==> src/rtl/arc_pkg.sv <==
package arc_pkg;
  // direction slots used across the block
  localparam int DIR_TX = 0;
  localparam int DIR_RX = 1;
  localparam int NDIR   = 2;

  // register word numbers (byte offset / 4); software depends on these
  localparam int BLK_TX     = 0;
  localparam int BLK_RX     = 5;
  localparam int OFS_EN     = 0;
  localparam int OFS_START  = 1;
  localparam int OFS_LEN    = 2;
  localparam int OFS_PROD   = 3;
  localparam int OFS_CONS   = 4;
  localparam int WORD_SRST  = 11;
  localparam int SRST_RX_BIT = 0;
  localparam int SRST_TX_BIT = 1;

  function automatic int blk_of(input int dir);
    return (dir == DIR_RX) ? BLK_RX : BLK_TX;
  endfunction

  // index written by software: producer for playback, consumer for capture
  function automatic int sw_ofs(input int dir);
    return (dir == DIR_RX) ? OFS_CONS : OFS_PROD;
  endfunction

  function automatic int hw_ofs(input int dir);
    return (dir == DIR_RX) ? OFS_PROD : OFS_CONS;
  endfunction

  function automatic int srst_bit(input int dir);
    return (dir == DIR_RX) ? SRST_RX_BIT : SRST_TX_BIT;
  endfunction

  // next ring position for a power-of-two length
  function automatic logic [31:0] ring_next(input logic [31:0] idx,
                                            input logic [31:0] len,
                                            input logic [31:0] step);
    return (idx + step) & (len - 32'd1);
  endfunction
endpackage

==> src/rtl/arc_regfile.sv <==
module arc_regfile #(
  parameter int REG_AW = 6,
  parameter int BUS_W  = 32,
  parameter int ADDR_W = 32,
  parameter int IDX_W  = 21,
  parameter int SIZE_W = 22
) (
  input  logic                                   clk,
  input  logic                                   rst_n,
  input  logic                                   bus_wen,
  input  logic [REG_AW-1:0]                      bus_addr,
  input  logic [BUS_W-1:0]                       bus_wdata,
  output logic [BUS_W-1:0]                       bus_rdata,
  input  logic [arc_pkg::NDIR-1:0][IDX_W-1:0]    hw_idx,
  output logic [arc_pkg::NDIR-1:0]               cfg_en,
  output logic [arc_pkg::NDIR-1:0][ADDR_W-1:0]   cfg_start,
  output logic [arc_pkg::NDIR-1:0][SIZE_W-1:0]   cfg_len,
  output logic [arc_pkg::NDIR-1:0][IDX_W-1:0]    sw_idx,
  output logic [arc_pkg::NDIR-1:0]               srst,
  output logic [arc_pkg::NDIR-1:0]               sw_wr
);
  localparam int WORD_W = REG_AW - 2;

  logic [WORD_W-1:0] word;
  logic              aligned;
  assign word    = bus_addr[REG_AW-1:2];
  assign aligned = (bus_addr[1:0] == 2'b00);

  function automatic logic hit(input logic [WORD_W-1:0] w, input int num);
    return int'(w) == num;
  endfunction

  logic wr_ok;
  assign wr_ok = bus_wen && aligned;

  for (genvar d = 0; d < arc_pkg::NDIR; d++) begin : g_dir
    localparam int BLK = arc_pkg::blk_of(d);
    localparam int SWO = arc_pkg::sw_ofs(d);
    logic              en_q;
    logic [ADDR_W-1:0] start_q;
    logic [SIZE_W-1:0] len_q;
    logic [IDX_W-1:0]  sw_q;
    logic              srst_w;
    logic              swwr_w;

    assign srst_w = wr_ok && hit(word, arc_pkg::WORD_SRST) &&
                    bus_wdata[arc_pkg::srst_bit(d)];
    assign swwr_w = wr_ok && hit(word, BLK + SWO);

    always_ff @(posedge clk) begin
      if (!rst_n) begin
        en_q    <= 1'b0;
        start_q <= '0;
        len_q   <= '0;
        sw_q    <= '0;
      end else begin
        if (wr_ok && hit(word, BLK + arc_pkg::OFS_EN))    en_q    <= bus_wdata[0];
        if (wr_ok && hit(word, BLK + arc_pkg::OFS_START)) start_q <= bus_wdata[ADDR_W-1:0];
        if (wr_ok && hit(word, BLK + arc_pkg::OFS_LEN))   len_q   <= bus_wdata[SIZE_W-1:0];
        if (srst_w)      sw_q <= '0;
        else if (swwr_w) sw_q <= bus_wdata[IDX_W-1:0];
      end
    end

    assign cfg_en[d]    = en_q;
    assign cfg_start[d] = start_q;
    assign cfg_len[d]   = len_q;
    assign sw_idx[d]    = sw_q;
    assign srst[d]      = srst_w;
    assign sw_wr[d]     = swwr_w;
  end

  always_comb begin
    bus_rdata = '0;
    if (aligned) begin
      for (int d = 0; d < arc_pkg::NDIR; d++) begin
        if (hit(word, arc_pkg::blk_of(d) + arc_pkg::OFS_EN))
          bus_rdata = BUS_W'(cfg_en[d]);
        if (hit(word, arc_pkg::blk_of(d) + arc_pkg::OFS_START))
          bus_rdata = BUS_W'(cfg_start[d]);
        if (hit(word, arc_pkg::blk_of(d) + arc_pkg::OFS_LEN))
          bus_rdata = BUS_W'(cfg_len[d]);
        if (hit(word, arc_pkg::blk_of(d) + arc_pkg::sw_ofs(d)))
          bus_rdata = BUS_W'(sw_idx[d]);
        if (hit(word, arc_pkg::blk_of(d) + arc_pkg::hw_ofs(d)))
          bus_rdata = BUS_W'(hw_idx[d]);
      end
    end
  end
endmodule

==> src/rtl/arc_ring_engine.sv <==
module arc_ring_engine #(
  parameter int IDX_W       = 21,
  parameter int SIZE_W      = 22,
  parameter int ADDR_W      = 32,
  parameter int STEP        = 4,
  parameter bit HW_PRODUCES = 1'b0
) (
  input  logic              clk,
  input  logic              rst_n,
  input  logic              en,
  input  logic [ADDR_W-1:0] start,
  input  logic [SIZE_W-1:0] len,
  input  logic [IDX_W-1:0]  sw_idx,
  input  logic              srst,
  input  logic              xfer_ack,
  output logic [IDX_W-1:0]  hw_idx,
  output logic              req,
  output logic [ADDR_W-1:0] slot_addr,
  output logic              adv
);
  logic [IDX_W-1:0] idx_q;
  logic [31:0]      nxt32;
  logic [IDX_W-1:0] nxt;

  assign nxt32 = arc_pkg::ring_next(32'(idx_q), 32'(len), 32'(STEP));
  assign nxt   = nxt32[IDX_W-1:0];

  if (HW_PRODUCES) begin : g_producer
    // keep one slot free: never step onto the consumer
    assign req = en && (nxt != sw_idx);
  end else begin : g_consumer
    // equal indices mean nothing left to fetch
    assign req = en && (idx_q != sw_idx);
  end

  assign adv = req && xfer_ack;

  always_ff @(posedge clk) begin
    if (!rst_n)      idx_q <= '0;
    else if (srst)   idx_q <= '0;
    else if (adv)    idx_q <= nxt;
  end

  assign hw_idx    = idx_q;
  assign slot_addr = start + ADDR_W'(idx_q);
endmodule

==> src/rtl/audio_ring_ctrl.sv <==
module audio_ring_ctrl #(
  parameter int REG_AW     = 6,
  parameter int BUS_W      = 32,
  parameter int ADDR_W     = 32,
  parameter int IDX_W      = 21,
  parameter int STEP_BYTES = 4
) (
  input  logic              clk,
  input  logic              rst_n,
  input  logic              reg_wen,
  input  logic [REG_AW-1:0] reg_addr,
  input  logic [BUS_W-1:0]  reg_wdata,
  output logic [BUS_W-1:0]  reg_rdata,
  output logic              tx_fetch_req,
  input  logic              tx_fetch_ack,
  output logic [ADDR_W-1:0] tx_fetch_addr,
  output logic              rx_store_req,
  input  logic              rx_store_ack,
  output logic [ADDR_W-1:0] rx_store_addr
);
  localparam int SIZE_W = IDX_W + 1;
  localparam int NDIR   = arc_pkg::NDIR;

  logic [NDIR-1:0]             cfg_en;
  logic [NDIR-1:0][ADDR_W-1:0] cfg_start;
  logic [NDIR-1:0][SIZE_W-1:0] cfg_len;
  logic [NDIR-1:0][IDX_W-1:0]  sw_idx;
  logic [NDIR-1:0][IDX_W-1:0]  hw_idx;
  logic [NDIR-1:0]             srst;
  logic [NDIR-1:0]             sw_wr;
  logic [NDIR-1:0]             req;
  logic [NDIR-1:0]             adv;
  logic [NDIR-1:0][ADDR_W-1:0] slot_addr;
  logic [NDIR-1:0]             ack;

  arc_regfile #(
    .REG_AW(REG_AW), .BUS_W(BUS_W), .ADDR_W(ADDR_W),
    .IDX_W(IDX_W), .SIZE_W(SIZE_W)
  ) u_regs (
    .clk(clk), .rst_n(rst_n),
    .bus_wen(reg_wen), .bus_addr(reg_addr), .bus_wdata(reg_wdata),
    .bus_rdata(reg_rdata), .hw_idx(hw_idx),
    .cfg_en(cfg_en), .cfg_start(cfg_start), .cfg_len(cfg_len),
    .sw_idx(sw_idx), .srst(srst), .sw_wr(sw_wr)
  );

  assign ack[arc_pkg::DIR_TX] = tx_fetch_ack;
  assign ack[arc_pkg::DIR_RX] = rx_store_ack;

  for (genvar d = 0; d < NDIR; d++) begin : g_ring
    arc_ring_engine #(
      .IDX_W(IDX_W), .SIZE_W(SIZE_W), .ADDR_W(ADDR_W),
      .STEP(STEP_BYTES), .HW_PRODUCES(d == arc_pkg::DIR_RX)
    ) u_eng (
      .clk(clk), .rst_n(rst_n),
      .en(cfg_en[d]), .start(cfg_start[d]), .len(cfg_len[d]),
      .sw_idx(sw_idx[d]), .srst(srst[d]), .xfer_ack(ack[d]),
      .hw_idx(hw_idx[d]), .req(req[d]), .slot_addr(slot_addr[d]),
      .adv(adv[d])
    );
  end

  assign tx_fetch_req  = req[arc_pkg::DIR_TX];
  assign tx_fetch_addr = slot_addr[arc_pkg::DIR_TX];
  assign rx_store_req  = req[arc_pkg::DIR_RX];
  assign rx_store_addr = slot_addr[arc_pkg::DIR_RX];

  // named events for the bound checker
  logic             tx_adv, rx_adv, tx_srst, rx_srst, rx_cons_wr, tx_en, rx_en;
  logic [IDX_W-1:0] tx_prod, tx_cons, rx_prod, rx_cons;
  logic [SIZE_W-1:0] tx_len, rx_len;
  assign tx_adv     = adv[arc_pkg::DIR_TX];
  assign rx_adv     = adv[arc_pkg::DIR_RX];
  assign tx_srst    = srst[arc_pkg::DIR_TX];
  assign rx_srst    = srst[arc_pkg::DIR_RX];
  assign rx_cons_wr = sw_wr[arc_pkg::DIR_RX];
  assign tx_en      = cfg_en[arc_pkg::DIR_TX];
  assign rx_en      = cfg_en[arc_pkg::DIR_RX];
  assign tx_prod    = sw_idx[arc_pkg::DIR_TX];
  assign tx_cons    = hw_idx[arc_pkg::DIR_TX];
  assign rx_prod    = hw_idx[arc_pkg::DIR_RX];
  assign rx_cons    = sw_idx[arc_pkg::DIR_RX];
  assign tx_len     = cfg_len[arc_pkg::DIR_TX];
  assign rx_len     = cfg_len[arc_pkg::DIR_RX];
endmodule

==> config.mk <==
export PLATFORM = sky130hd
export DESIGN_NAME = audio_ring_ctrl
export DESIGN_NICKNAME = d
export VERILOG_FILES = /design/src/rtl/arc_pkg.sv /design/src/rtl/arc_regfile.sv /design/src/rtl/arc_ring_engine.sv /design/src/rtl/audio_ring_ctrl.sv
export SDC_FILE = /design/constraint.sdc
export NUM_CORES = 1
export LEC_CHECK = 0
export BUFFER_PORTS_ARGS = -buffer_cell sky130_fd_sc_hd__clkbuf_2
export CELL_PAD_IN_SITES_DETAIL_PLACEMENT = 1
export CELL_PAD_IN_SITES_GLOBAL_PLACEMENT = 1
export CORE_MARGIN = 8
export CORE_UTILIZATION = 41
export CTS_BUF_LIST = sky130_fd_sc_hd__clkbuf_8
export DETAILED_ROUTE_END_ITERATION = 8
export PLACE_DENSITY = 0.77
export SLEW_MARGIN = 10
export SYNTH_ARGS = -nofsm -noshare
export SYNTH_HDL_FRONTEND = slang
export SYNTH_SLANG_ARGS = --single-unit
==> constraint.sdc <==
create_clock -name clk -period 3 [get_ports clk]
set_input_delay 0.15 -clock clk [delete_from_list [all_inputs] [get_ports clk]]
set_output_delay 0.15 -clock clk [all_outputs]
set_load 0.1 [all_outputs]
==> results.toml <==
[timing]
tightest_slew_ps = 981
clock.fmax_ghz = 0.270
finalClockSkew_ps = 23.7
hold_viol = 0
fin_crit_sh_pct = 123
setup_violations = 61
rsz0062_at_grt = "yes"
whs_ps = 14.7
slew_violations = 0
worst_slack_ps = -703
fin_crit_ps = 3700
max_slew_margin_pct = 34.5

[power_and_ir_drop]
power_mw = 4.99
power_switching_mw = 1.58
pwr_density_cell_nw_per_um2 = 255
vdd_ir_drop_max_mv = 0.216
p_int_mw = 3.41
p_leak_nw = 7.76
pwr-share-comb_pct = 11.7
swShare_pct = 31.7
p_clk_share_pct = 36.3
seq_power_share_pct = 52.0

[clock_network]
htreeDepth = 4
root_buffer = "clkbuf_8"
clock_sinks = 194
path_clk_slew_ps = 130
cts_tree = "yes"
clock_latency_ps = 490
cts_buffers = 17
clk_path_buf_depth = 2

[yosys]
syn-instance-count = 1828
syn_avg_cell_area_um2 = 7.35
synth.yosys.seq_area_share_pct = 28.9
synthFlopType = "dfxtp_1"
synth_edf_count = 0
synth_top_area_share_pct = 28.9
netlist_top_cells_count = "nand2_1, a21oi_1, dfxtp_1, clkbuf_1, a21boi_0"
synth_area_um2 = 13400
synth_top_area_cell = "dfxtp_1"
synthArstFlopShare_pct = 0
ys_ff_latch = 194
yosys_warnings = 0
syn_nets = 1919
ys_types = 82
yosysMostFrequentCell = "nand2_1"
synthTopCellsByArea = "dfxtp_1, nand2_1, a21oi_1, a21boi_0, xnor2_1"

[die]
floorplan.die_area_um2 = 38800
io_pins = 141
fp.coreArea_um2 = 32400
die_w_um = 197
rows = 66
fp.dieH_um = 197
initial_core_util_pct = 41.5

[placed_design]
port_buffers = 140
globalplace.congestion = 0.924
dp_hpwl_um = 42900
place_area_um2 = 17700
placedCellCount = 2494

[cells_and_area]
fillers = 3863
drive_gt1_share_pct = 30.5
final-seq-area_um2 = 3910
stdcell_area_um2 = 19600
instances_no_fill = 2583
syn2layout_area_growth_pct = 45.5
nNetsFinal = 2216
multi_input_area_um2 = 10500

[grt]
grt_pass1_wl_um = 91700
grt_max_degree = 69
antenna_found_initial = 3
grt_pass1_vias = 16200
grtUsageTotal_pct = 29.7
grt-ovfl-total = 0

[route]
num_vias = 15500
wl_per_cell_um = 23.3
route.detailed.drc = 0
dr.pass1.iters = 5
drtIter0Drc = 1101
antenna_left = 0
wl_um = 60300
drt-vias-per-instance = 6.01

[critical_path]
crit_required_ps = 2850
crit_path_end_kind = "output port"
start_kind = "flop"
rrSetupSlack_ps = -480
critPathKind = "flop to output port"
cp.arrival_ps = 3550
crit_path_max_fanout = 4

[min_path]
hp-class = "input port to flop"

[job]
max_cap_violations = 0

[outcome]
status = "finished with violations"
violations = "setup timing"
==> kinds of logic after synthesis <==
family / after synthesis / share of synthesized area, %
multiplexers: 11 / 0.922
AO/OA/AOI/OAI: 520 / 25.5
adder cells (fa/ha/maj): 48 / 4.58
XOR/XNOR: 130 / 8.47
buffers and inverters: 163 / 4.85
AND/OR/NAND/NOR: 762 / 26.7
flip-flops: 194 / 28.9
==> flip-flops by register name, indices dropped and copies added, names as in the netlist <==
signal / flops
u_regs.g_dir.start_q: 64
u_regs.g_dir.len_q: 44
g_ring.u_eng.hw_idx: 42
u_regs.g_dir.sw_q: 42
u_regs.g_dir.en_q: 2
==> power by group through the flow <==
stage	sequential [mW]	clock (mW)	combinational, mW
global placement	2.65	0	0.522
CTS	2.59	1.80	0.565
detailed placement	2.65	0	0.532
global route	2.59	1.90	0.608
floorplan	2.65	0	0.301
finish	2.59	1.81	0.584
==> area by class of cell <==
cell class                      instances  area share, %
Tap cell                              442           2.83
Multi-Input combinational cell       1471           53.7
Timing Repair Buffer                  405           20.6
Clock buffer                           17           1.20
Antenna cell                            3         0.0384
Clock inverter                         15          0.858
Sequential cell                       194           20.0
Inverter                               36          0.704
==> critical path, cell delays in order, from the launching register on <==
cell and delay [ps]:
dfxtp_4 380, inv_4 70, ha_4 130, or4b_4 460, or3_4 410, o21a_1 240
o22ai_2 180, xnor2_1 90, a2111o_1 420, o41ai_4 270, inv_2 110, buf_6 140
buf_12 150
==> worst paths after layout <==
check | start | end | depth (start not counted)
worst max-delay path | u_regs.g_dir[1].len_q[0]$_SDFFE_PN0P_ | rx_store_req | 12
worst max register to register | u_regs.g_dir[1].len_q[0]$_SDFFE_PN0P_ | g_ring[1].u_eng.hw_idx[19]$_SDFFE_PP0P_ | 14
worst min register to register | u_regs.g_dir[0].len_q[21]$_SDFFE_PN0P_ | u_regs.g_dir[0].len_q[21]$_SDFFE_PN0P_ | 2
worst min-delay path | reg_wdata[14] | u_regs.g_dir[0].start_q[14]$_SDFFE_PN0P_ | 3
==> metal layers <==
layer  part of all wire, %  GRT usage, %  vias to the layer above  wire length [um]
met1                    41          35.6                     7703             24400
met4                   4.8          14.9                        0              2880
li1                      -             -                     7098                 -
met2                    50          51.8                      563             29900
met5                     0             0                        -                 0
met3                   5.0          3.76                      162              3020
==> metrics by stage <==
| stage | utilization, % | setup WS [ps] | setup TNS (ps) |
|---|---|---|---|
| after floorplan | - | -551 | -4440 |
| after global placement | 54.8 | -290 | -6600 |
| after detailed placement | 54.8 | -355 | -9880 |
| after CTS | 59.2 | -646 | -21010 |
| after global routing | 60.4 | -788 | -30710 |
| final | 60.4 | -703 | -25070 |
==> timing repair <==
item | 4_1_cts | 5_1_grt
setup endpoints to repair | 66 | 70
gates resized for setup | 142 | 81
hold buffers | 18 | 0
endpoints found under the hold margin | 46 | 0
buffers inserted | 23 | 22
pin swaps | 78 | 53
cloned | 1 | 0
==> cells in the final DEF (no fill, tap or decap), drive strengths merged, types with 12 or more instances in the layout <==
master	instances
nand2	364
buf	326
a21oi	195
dfxtp	194
a21boi	112
nor2	111
clkbuf	78
xnor2	77
nand3	54
xor2	53
nor3	49
ha	46
inv	41
o21ai	38
a22oi	33
nand2b	25
nand4	22
a221oi	21
nor4	21
and3	20
a211oi	19
dlygate4sd3	18
a21o	14
o21a	14
nor2b	14
or3	13
nor3b	12
or4	12
Note: power is estimated with default switching activity, not from simulation.
